<file path="config.mk">
export PLATFORM = sky130hd
export DESIGN_NAME = adc_seq_top
export DESIGN_NICKNAME = d
export VERILOG_FILES = /design/src/rtl/adc_seq_pkg.sv /design/src/rtl/adc_seq_timer.sv /design/src/rtl/adc_seq_div.sv /design/src/rtl/adc_seq_top.sv
export SDC_FILE = /design/constraint.sdc
export NUM_CORES = 1
export LEC_CHECK = 0
export BUFFER_PORTS_ARGS = -buffer_cell sky130_fd_sc_hd__buf_2
export CORE_MARGIN = 2
export CORE_UTILIZATION = 58
export DETAILED_ROUTE_END_ITERATION = 10
export PLACE_DENSITY = 0.95
export SLEW_MARGIN = 20
export SYNTH_ARGS = -nofsm -noshare
export SYNTH_HDL_FRONTEND = slang
export SYNTH_SLANG_ARGS = --single-unit
export TNS_END_PERCENT = 10
</file>
<file path="constraint.sdc">
create_clock -name clk_i -period 5.22 [get_ports clk_i]
set_input_delay 0.522 -clock clk_i [delete_from_list [all_inputs] [get_ports clk_i]]
set_output_delay 0.522 -clock clk_i [all_outputs]
set_load 0.05 [all_outputs]
</file>
<file path="src/rtl/adc_seq_pkg.sv">
`timescale 1ns/1ps
package adc_seq_pkg;
  localparam int unsigned REG_W    = 32;
  localparam int unsigned RES_W    = 10;
  localparam int unsigned SEL_LSB  = 24;
  localparam int unsigned SEL_W    = 4;
  localparam int unsigned IEN_BIT  = 21;
  localparam int unsigned RSEL_BIT = 19;
  localparam int unsigned FLAG_BIT = 18;
  localparam int unsigned EN_BIT   = 17;
  localparam int unsigned SRST_BIT = 16;
  localparam int unsigned CONV_BIT = 14;
  localparam int unsigned DIV_LSB  = 1;
  localparam int unsigned DIV_W    = 8;
  localparam int unsigned PSC_W    = DIV_W + 2;
  localparam logic [REG_W-1:0] CTRL_RST = 32'h000C_0001;
endpackage

</file>
<file path="src/rtl/adc_seq_timer.sv">
`timescale 1ns/1ps
// Counts CYC converter cycles of psc input clocks each; done_o marks the last clock.
module adc_seq_timer #(
  parameter int unsigned CYC   = 20,
  parameter int unsigned PSC_W = 10
) (
  input  logic             clk_i,
  input  logic             rst_ni,
  input  logic             start_i,
  input  logic             cancel_i,
  input  logic [PSC_W-1:0] psc_i,
  output logic             done_o
);
  localparam int unsigned CNT_W = (CYC > 1) ? $clog2(CYC) : 1;

  logic             busy_q;
  logic [PSC_W-1:0] psc_q, pre_q;
  logic [CNT_W-1:0] cyc_q;
  logic             pre_last, cyc_last;

  assign pre_last = (pre_q == psc_q - PSC_W'(1));
  assign cyc_last = (cyc_q == CNT_W'(CYC - 1));
  assign done_o   = busy_q & pre_last & cyc_last;

  always_ff @(posedge clk_i or negedge rst_ni) begin
    if (!rst_ni) begin
      busy_q <= 1'b0;
      psc_q  <= PSC_W'(2);
      pre_q  <= '0;
      cyc_q  <= '0;
    end else if (start_i) begin
      busy_q <= 1'b1;
      psc_q  <= psc_i;
      pre_q  <= '0;
      cyc_q  <= '0;
    end else if (cancel_i) begin
      busy_q <= 1'b0;
    end else if (busy_q) begin
      if (pre_last) begin
        pre_q <= '0;
        if (cyc_last) busy_q <= 1'b0;
        else          cyc_q  <= cyc_q + CNT_W'(1);
      end else begin
        pre_q <= pre_q + PSC_W'(1);
      end
    end
  end
endmodule

</file>
<file path="src/rtl/adc_seq_div.sv">
`timescale 1ns/1ps
// Restoring divider: res = min(floor(num*2^RES_W/den), 2^RES_W-1), RES_W+1 cycles.
module adc_seq_div #(
  parameter int unsigned IN_W  = 24,
  parameter int unsigned RES_W = 10
) (
  input  logic             clk_i,
  input  logic             rst_ni,
  input  logic             start_i,
  input  logic [IN_W-1:0]  num_i,
  input  logic [IN_W-1:0]  den_i,
  output logic             valid_o,
  output logic [RES_W-1:0] res_o
);
  localparam int unsigned CNT_W = $clog2(RES_W + 1);

  logic [IN_W:0]      rem_q, rem_sh;
  logic [IN_W-1:0]    den_q;
  logic [RES_W-1:0]   quo_q;
  logic [CNT_W-1:0]   cnt_q;
  logic               busy_q, valid_q;
  logic               fits;

  assign rem_sh  = {rem_q[IN_W-1:0], 1'b0};
  assign fits    = (rem_sh >= {1'b0, den_q});
  assign valid_o = valid_q;
  assign res_o   = quo_q;

  always_ff @(posedge clk_i or negedge rst_ni) begin
    if (!rst_ni) begin
      rem_q   <= '0;
      den_q   <= '0;
      quo_q   <= '0;
      cnt_q   <= '0;
      busy_q  <= 1'b0;
      valid_q <= 1'b0;
    end else if (start_i) begin
      if (den_i == '0 || num_i >= den_i) begin
        quo_q   <= '1;
        busy_q  <= 1'b0;
        valid_q <= 1'b1;
      end else begin
        rem_q   <= {1'b0, num_i};
        den_q   <= den_i;
        quo_q   <= '0;
        cnt_q   <= CNT_W'(RES_W);
        busy_q  <= 1'b1;
        valid_q <= 1'b0;
      end
    end else if (busy_q) begin
      rem_q <= fits ? rem_sh - {1'b0, den_q} : rem_sh;
      quo_q <= {quo_q[RES_W-2:0], fits};
      cnt_q <= cnt_q - CNT_W'(1);
      if (cnt_q == CNT_W'(1)) begin
        busy_q  <= 1'b0;
        valid_q <= 1'b1;
      end
    end
  end
endmodule

</file>
<file path="src/rtl/adc_seq_top.sv">
`timescale 1ns/1ps
module adc_seq_top
  import adc_seq_pkg::*;
#(
  parameter int unsigned NCH      = 8,
  parameter int unsigned IN_W     = 24,
  parameter int unsigned CONV_CYC = 20,
  parameter int unsigned RST_CYC  = 10
) (
  input  logic                clk_i,
  input  logic                rst_ni,
  input  logic                bus_req_i,
  input  logic                bus_we_i,
  input  logic                bus_addr_i,
  input  logic [REG_W-1:0]    bus_wdata_i,
  output logic [REG_W-1:0]    bus_rdata_o,
  input  logic [NCH*IN_W-1:0] chan_i,
  input  logic [IN_W-1:0]     int_ref_i,
  input  logic [IN_W-1:0]     ext_ref_i,
  output logic                irq_o,
  output logic                bad_chan_o
);
  logic [REG_W-1:0] con_q, con_nxt, data_q, wval;
  logic             wr_con;
  logic [SEL_W-1:0] sel_w;
  logic [PSC_W-1:0] psc_w;
  logic [IN_W-1:0]  num_sel, ref_sel, samp_ref;
  logic             bad_sel, bad_q, bad_pulse_q;
  logic             conv_start, conv_abort, conv_done;
  logic             srst_start, srst_abort, srst_done;
  logic             div_valid;
  logic [RES_W-1:0] div_res;

  assign wr_con = bus_req_i & bus_we_i & ~bus_addr_i;
  assign sel_w  = bus_wdata_i[SEL_LSB +: SEL_W];
  assign psc_w  = {({1'b0, bus_wdata_i[DIV_LSB +: DIV_W]} + (DIV_W+1)'(1)), 1'b0};

  assign conv_start = wr_con & bus_wdata_i[EN_BIT] & bus_wdata_i[CONV_BIT] & ~con_q[CONV_BIT];
  assign conv_abort = wr_con & bus_wdata_i[EN_BIT] & ~bus_wdata_i[CONV_BIT];
  assign srst_start = wr_con & bus_wdata_i[SRST_BIT] & ~con_q[SRST_BIT];
  assign srst_abort = wr_con & ~bus_wdata_i[SRST_BIT];

  // channel mux; out-of-range selects give zero
  always_comb begin
    num_sel = '0;
    for (int i = 0; i < int'(NCH); i++) begin
      if (sel_w == SEL_W'(i)) num_sel = chan_i[i*IN_W +: IN_W];
    end
  end
  assign bad_sel = (32'(sel_w) >= NCH);
  assign ref_sel = bus_wdata_i[RSEL_BIT] ? int_ref_i : ext_ref_i;

  // write value with write-1-to-clear flag
  always_comb begin
    wval           = bus_wdata_i;
    wval[FLAG_BIT] = bus_wdata_i[FLAG_BIT] ? 1'b0 : con_q[FLAG_BIT];
  end

  always_comb begin
    con_nxt = wr_con ? wval : con_q;
    if (conv_done) begin
      con_nxt[CONV_BIT] = 1'b0;
      if (con_q[IEN_BIT]) con_nxt[FLAG_BIT] = 1'b1;
    end
  end

  always_ff @(posedge clk_i or negedge rst_ni) begin
    if (!rst_ni) begin
      con_q  <= CTRL_RST;
      data_q <= '0;
    end else if (srst_done) begin
      con_q  <= CTRL_RST;
      data_q <= '0;
    end else begin
      con_q <= con_nxt;
      if (conv_done) data_q <= bad_q ? '0 : REG_W'(div_res);
    end
  end

  always_ff @(posedge clk_i or negedge rst_ni) begin
    if (!rst_ni) begin
      bad_q       <= 1'b0;
      samp_ref    <= '0;
      bad_pulse_q <= 1'b0;
    end else begin
      if (conv_start) begin
        bad_q    <= bad_sel;
        samp_ref <= ref_sel;
      end
      bad_pulse_q <= conv_done & ~srst_done & bad_q;
    end
  end

  adc_seq_timer #(.CYC(CONV_CYC), .PSC_W(PSC_W)) u_conv_tmr (
    .clk_i    (clk_i),
    .rst_ni   (rst_ni),
    .start_i  (conv_start),
    .cancel_i (conv_abort | srst_done),
    .psc_i    (psc_w),
    .done_o   (conv_done)
  );

  adc_seq_timer #(.CYC(RST_CYC), .PSC_W(PSC_W)) u_srst_tmr (
    .clk_i    (clk_i),
    .rst_ni   (rst_ni),
    .start_i  (srst_start),
    .cancel_i (srst_abort),
    .psc_i    (psc_w),
    .done_o   (srst_done)
  );

  adc_seq_div #(.IN_W(IN_W), .RES_W(RES_W)) u_div (
    .clk_i   (clk_i),
    .rst_ni  (rst_ni),
    .start_i (conv_start),
    .num_i   (num_sel),
    .den_i   (ref_sel),
    .valid_o (div_valid),
    .res_o   (div_res)
  );

  assign bus_rdata_o = bus_addr_i ? data_q : con_q;
  assign irq_o       = con_q[FLAG_BIT] & con_q[IEN_BIT];
  assign bad_chan_o  = bad_pulse_q;
endmodule

</file>
==> summary.txt, run 1 <==
Placement
  – Port Buffers: 310
  – Placer Congestion: 1.01
  – Area post-placement: ~13000 um^2
  – Hpwl dp: 30500 um

Synth
  – Synth Register Bits: approximately 160
  – Prevailing post-synth register cell: dfrtp_1
  – Seq/Total Area, Yosys: 34.5%
  – Syn avg cell area: roughly 8.4 um^2
  – YS warnings: 0
  – Commonest cells in the netlist: nand2_1, dfrtp_1, a21oi_1, nor2_1, o21ai_0
  – Share of the synthesized area in the top cell type: 33.3%
  – Ranking of synthesized cells by area: dfrtp_1, ha_1, a21oi_1
  – Asr flop ratio synth: 100%
  – Most numerous cell in the Yosys netlist: nand2_1
  – Post-synth EDFFs: 0
  – Unique masters post-synth: 73
  – Yosys top cell by area: dfrtp_1
  – Net Count, Synth: 1690
  – Post-Synthesis Cell Area: 11300 um^2
  – Cells after Synth: 1354

Clock network
  – Total clock sinks: 156
  – Worst-Skew Late Latency: 0.44 ns
  – Post-CTS Resized: 0
  – Root Driver: clkbuf_16
  – Htree depth: 4
  – CTS Buffer Depth: 2
  – Num CTS Buffers: 17
  – CTS Hold Buffers Added: 0
  – CTS tree: yes
  – Setup Fix Bufs, Post-CTS: 0
  – Worst-path clk slew: 0.07 ns

Setup path
  – Crit Path Max Fanout: 28
  – Worst path max stage delay: 0.53 ns
  – CP top delay family: compound AO/OA/AOI/OAI gates
  – Crit. End Element: flop
  – Critical path class: input port to flop
  – Worst Path Buf+Inv: 4
  – Setup crit start kind: input port
  – Worst path arrival time: approximately 4.4 ns
  – Worst setup path start: bus_wdata_i[27]
  – FF-to-FF Start: u_div.den_q[22]
  – Critical path's slowest cell: and3_1
  – Critical Path RT: 5.48 ns
  – Critical path, cell by cell: buf_2, nor2_1, and3_1, buf_4, a22oi_1, a31oi_1, ha_1, a21oi_1, o21ai_0, or4_1, o31ai_1, o2111a_2, buf_4, inv_1, o22ai_1, a221oi_1
  – Worst path most repeated cell: buf_4

Global routing
  – Initial antenna violation count: 13
  – Vias in the first global route: about 12000
  – GRT Total Usage: 38.3%
  – Largest net degree at the start of global routing: 116
  – Gr ovfl total: 0
  – First-pass GRT wire length: 61400 um

Die
  – Top Ports: between 300 and 400
  – Die width: 144 um
  – Core area: a little under 20000 um^2
  – Standard-cell row count: 51
  – Die Y: 144 um
  – DIE AREA: 20700 um^2
  – Initial Util: roughly three fifths

Routing
  – Via/cell ratio: 6.36
  – Avg WL per Cell: 21.0 um
  – Pre-Repair DR Iteration Count: 6
  – Remaining DRCs: 0
  – Initial drt markers: 1209
  – Routed Antenna Nets: 0
  – Vias: 12175
  – Routed WL: 40100 um

STA
  – Max Fclk: 239 MHz
  – Actual slew at the worst max-slew pin: 1.05 ns
  – Setup TNS: 0 ns
  – Clock Skew: approximately 0.013 ns
  – Final period util: 80.2%
  – Relative slew margins: 29.8%
  – Final setup viols: 0
  – Tmin final: 4.18 ns
  – Final Hold Fails: 0
  – Fin Hold WS: 0.185 ns
  – RSZ-0062 raised after global routing: no
  – Final Max Slew Viols: 0

Run
  – Max Cap Violations: 0

Cells and area
  – Layout cells sized above 1: 25.0%
  – Register Area: 3910 um^2
  – Area delta synth->final: 20.7%
  – Fillcell total: 1454
  – Post-Route Utilization: 70.8%
  – Final nets: 1960
  – Multi-input logic area: a little under 7000 um^2
  – Fin area: 13700 um^2

Hold path
  – Worst min path class: input port to asynchronous set/reset pin

Power
  – Overall power: 6270 uW
  – Peak supply drop: roughly 0.00026 V
  – Pleak: approximately 0.0064 uW
  – PwrDens: 458 nW/um^2

Run status
  – Outcome: complete, no violations
-- registers in the layout, indices dropped and copies added, names as in the netlist, 5 cells and up --
name / flops
u_conv_tmr.psc_q: 9
u_conv_tmr.pre_q: 10
u_div.rem_q: 24
data_q: 10
con_q: 32
u_div.den_q: 24
u_srst_tmr.pre_q: 10
u_conv_tmr.cyc_q: 5
u_div.res_o: 10
u_srst_tmr.psc_q: 9
-- report_power, final --
part | total [uW] | internal, uW | leakage, uW | switching (uW)
Sequential | 1930 | 1560 | 0.00192 | 369
Combinational | 3170 | 1290 | 0.00421 | 1880
Clock | 1170 | 630 | 0.000255 | 544
-- routing by layer --
metal	global-route usage [%]	vias up	wire, um
met5	0	-	12
met4	24.4	2	2640
met3	9.40	193	3610
met2	64.3	793	19500
met1	43.8	5681	14400
li1	-	5506	-
-- cell usage in the layout, fill, tap and decap left out, drive strengths merged, types with 5 or more instances in the layout --
cell type  Yosys  layout
nand3b         7       7
nor2b         55      55
a221oi        24      24
nor2          90      90
nor3          19      19
a31oi         28      28
buf            5     329
nand2        166     166
a222oi         6       6
a211oi        33      33
o211ai         5       5
or3           11      11
mux2          15      15
a2111oi        5       5
diode          0      12
xnor2         27      27
dfrtp        151     151
a22o          28      28
o22ai          8       8
and3          16      16
nor3b          5       5
or4            6       6
a21oi        131     131
nand2b        12      12
or3b          10      10
nor4          15      15
nand3         24      24
clkinvlp       0       5
xor2          27      27
nand4         14      14
clkbuf        74      20
ha            58      58
o31ai          6       6
inv           51      57
dfstp          5       5
a22oi         20      20
mux2i         40      40
o21ai         94      94
a21o          12      12
or2            6       6
-- path summary, 6_finish.rpt --
path                                            end  slack (ns)  depth (start not counted)
max in group asynchronous           u_div.den_q[23]        3.83                          2
worst max-delay path                u_div.rem_q[19]        1.04                         16
worst max register to register       u_div.rem_q[2]        1.71                         11
min in group clk_i                        con_q[29]        0.31                          3
worst min register to register            con_q[14]        0.49                          1
worst min-delay path            u_conv_tmr.pre_q[9]        0.18                          1
-- worst register-to-register path, cell delays in order, from the launching register on --
cell,delay [ns]
dfrtp_1,0.37
inv_1,0.07
ha_1,0.37
a21o_1,0.21
a211o_1,0.34
a41oi_1,0.27
nand2_1,0.10
o21ai_2,0.82
buf_4,0.38
nor2_1,0.08
a211oi_1,0.25
o21ai_0,0.13
-- layout make-up --
class                           count  share of cell area, %
Multi-Input combinational cell   1068                   50.9
Sequential cell                   156                   28.6
Timing Repair Buffer              330                   12.5
Antenna cell                       12                  0.219
Clock buffer                       19                   3.24
Clock inverter                     13                  0.777
Tap cell                          265                   2.42
Inverter                           51                   1.40
-- kinds of logic after synthesis --
logic type | count (synthesis) | share of synthesized area (%)
xor gates and xnor gates | 54 | 4.24
and+or+nand+nor | 468 | 20.5
AOI/OAI and AO/OA | 432 | 24.8
muxes | 55 | 5.02
DFF | 156 | 34.5
adders and majority gates | 59 | 6.58
buffers and inverters | 130 | 4.37
-- stage by stage --
| step | worst slack (ns) | std cells |
|---|---|---|
| after floorplan | 1.02 | 1354 |
| after detailed placement | 0.715 | 1870 |
| after global routing | 0.765 | 1913 |
| after CTS | 1.13 | 1902 |
| final | 1.04 | 1914 |
| after global placement | 0.833 | 1870 |
Power figures use the tool's default switching activity.
==> run 2, diff against run 1 <==
--- a/config.mk
+++ b/config.mk
@@ -7,9 +7,9 @@
 export LEC_CHECK = 0
 export BUFFER_PORTS_ARGS = -buffer_cell sky130_fd_sc_hd__buf_2
 export CORE_MARGIN = 2
-export CORE_UTILIZATION = 58
+export CORE_UTILIZATION = 54
 export DETAILED_ROUTE_END_ITERATION = 10
-export PLACE_DENSITY = 0.95
+export PLACE_DENSITY = 0.9
 export SLEW_MARGIN = 20
 export SYNTH_ARGS = -nofsm -noshare
 export SYNTH_HDL_FRONTEND = slang
==> constraint.sdc (replaced) <==
create_clock -name clk_i -period 4.1 [get_ports clk_i]
set_input_delay 0.41 -clock clk_i [delete_from_list [all_inputs] [get_ports clk_i]]
set_output_delay 0.41 -clock clk_i [all_outputs]
set_load 0.05 [all_outputs]
==> run 2 against run 1 <==
  * Combinational power grew 29%
  * Clock skew shrank 0.0016 ns
  * Global-route usage shrank 2.1 points
  * Worst hold slack gained 0.012 ns
  * First-iteration DRC count grew 2.6%
==> summary.txt, run 2 (synthesis results as in run 1) <==
Clock network
  – Worst-path clk slew: 0.06 ns (about the same)
  – Total clock sinks: 156 (unchanged)
  – Post-CTS Resized: 0 (unchanged)
  – CTS Buffer Depth: 2 (unchanged)
  – CTS tree: yes
  – Root Driver: clkbuf_16
  – Htree depth: 4 (unchanged)
  – Num CTS Buffers: 17 (unchanged)
  – Worst-Skew Late Latency: 0.44 ns (about the same)
  – Setup Fix Bufs, Post-CTS: 0 (unchanged)

Cells and area
  – Layout cells sized above 1: 27.7% (+2.7 points)
  – Commonest non-fill, non-tap cell in the layout: buf_2
  – Area delta synth->final: 25.6%
  – Final nets: 2022 (+3.2%)
  – Commonest cells after routing, fill and taps aside: buf_2, nand2_1, dfrtp_1
  – Post-route insts no fill: 1980 (+3.4%)
  – Largest registers: con_q x32, u_div.den_q x24, u_div.rem_q x24
  – Reg with most FFs: con_q
  – Largest register FFs: 32 (unchanged)

Die
  – Standard-cell row count: 53 (+3.9%)
  – DIE AREA: 22200 um^2 (+7.2%)
  – Die Y: 149 um (+3.5%)
  – Top Ports: 311 (unchanged)
  – Initial Util: 54.4% (-4.2 points)
  – Die width: 149 um (+3.5%)
  – Core area: 20800 um^2 (+7.7%)

STA
  – Final period util: roughly 92%
  – Final setup viols: 0 (unchanged)
  – Final Max Slew Viols: 0 (unchanged)
  – Max Fclk: ~270 MHz
  – RSZ-0062 raised after global routing: no
  – Final Hold Fails: 0 (unchanged)
  – Fin Hold WS: 0.197 ns (+0.0118 ns)
  – Clock Skew: 0.0112 ns (-0.00161 ns)
  – Setup slack after layout: 0.327 ns (-0.709 ns)
  – Tmin final: about 3.8 ns
  – Relative slew margins: 54.1% (+24 points)
  – Actual slew at the worst max-slew pin: 0.689 ns (-0.363 ns)

Routing
  – Routed WL: 41400 um (+3.2%)
  – Routed Antenna Nets: 0 (unchanged)
  – Pre-Repair DR Iteration Count: 6 (unchanged)
  – Remaining DRCs: 0 (unchanged)
  – Via/cell ratio: 6.21 (-2.4%)
  – Avg WL per Cell: 20.9 um (-0.22%)
  – Vias: 12296 (+0.99%)
  – Initial drt markers: 1240 (+2.6%)

Placement
  – Setup slack at placement: -0.0261 ns (-0.741 ns)
  – Port Buffers: 310 (unchanged)
  – Placed insts: 1940 (+3.7%)
  – Hpwl dp: 32200 um (+5.7%)
  – Placer Congestion: 0.949 (-6.2%)

Power
  – PwrDens: 562 nW/um^2 (+23%)
  – Pleak: 0.00671 uW (+5.2%)
  – Overall power: 8010 uW (+28%)
  – Peak supply drop: 0.000390 V (+52%)

Run status
  – Outcome: complete, no violations

Global routing
  – Largest net degree at the start of global routing: 108 (-6.9%)
  – GRT Total Usage: 36.3% (-2.1 points)
  – Initial antenna violation count: 5 (-8)
  – Gr ovfl total: 0 (unchanged)
  – First-pass GRT wire length: 62300 um (+1.3%)
  – Vias in the first global route: 11755 (-1.8%)

Setup path
  – Worst path max stage delay: 0.41 ns (-0.12 ns)
  – Worst path arrival time: 4.12 ns (-0.32 ns)
  – Worst path most repeated cell: o21ai_0
  – Crit. End Element: flop
  – Critical path, cell by cell: buf_2, nor2_1, nand2_1, nor2_2, a22oi_1, buf_4, a31oi_1, ha_1, a21oi_1, o21ai_0, or4_1, o31ai_1, o2111a_2, nand2b_1, buf_4, o21ai_0, o21ai_0
  – Setup crit start kind: input port
  – FF-to-FF Start: u_conv_tmr.psc_q[1]
  – Critical Path RT: 4.44 ns (-1.04 ns)
  – Critical path class: input port to flop
  – Critical path's slowest cell: or4_1
  – Crit Path Max Fanout: 15 (-46%)
  – R2R Setup Slk: 0.76 ns (-0.95 ns)
  – Worst setup path start: bus_wdata_i[26]

Hold path
  – Hold wc startpoint: bus_wdata_i[0]
  – Worst min path class: input port to flop

Run
  – Max Cap Violations: 0 (unchanged)
==> run 2: changes by cell type in the layout (fill, tap and decap cells not counted), sizes merged <==
cell / change
inv: -3
buf: +62
diode: -6
dlygate4sd3: +1
clkinvlp: +2
==> run 2: per-stage QoR <==
step                      utilization (%)  setup TNS [ns]  cell area (um^2)
after floorplan                         -               0             11300
after global placement               65.5               0             13600
after detailed placement             65.5         -0.0416             13600
after CTS                            68.1               0             14200
after global routing                 68.4               0             14200
final                                68.4               0             14200
==> run 2: layout make-up <==
| class | count | area (um^2) |
|---|---|---|
| Antenna cell | 6 | 15.0 |
| Clock inverter | 12 | 88.8 |
| Multi-Input combinational cell | 1068 | 6970 |
| Clock buffer | 20 | 457 |
| Tap cell | 275 | 344 |
| Inverter | 51 | 191 |
| Fill cell | 1632 | 6580 |
| Sequential cell | 156 | 3910 |
| Timing Repair Buffer | 392 | 2270 |
==> run 2: worst paths after layout <==
check                            endpoint  depth (start not counted)
setup / recovery           u_div.rem_q[4]                         17
hold / removal                   con_q[0]                          3
setup reg to reg                data_q[1]                         10
hold reg to reg                 con_q[19]                          2
max in group asynchronous       con_q[19]                          3
min in group asynchronous  u_div.den_q[5]                          2
==> run 2: layer usage <==
| metal | global-route usage, % | wire (um) | vias to the layer above |
|---|---|---|---|
| met5 | 0 | 0 | - |
| met4 | 18.7 | 2170 | 0 |
| met3 | 6.27 | 3290 | 133 |
| met2 | 61.0 | 20400 | 708 |
| met1 | 44.8 | 15600 | 5840 |
| li1 | - | - | 5615 |
==> run 2: power breakdown <==
part	leakage, uW	switching [uW]	internal, uW
clock	0.000248	665	808
sequential	0.00192	471	1980
combinational	0.00454	2360	1720
==> run 2: timing repair <==
item,in CTS,in global routing
setup endpoints to repair,0,0
endpoints found under the hold margin,0,22
hold buffers,0,1
==> run 2: worst max-delay path: cells and delay by family <==
kind            cells  cell delay [ns]
compound gates      8             1.57
simple gates        5             1.22
buf+inv             3             0.59
fa+ha+maj           1             0.32
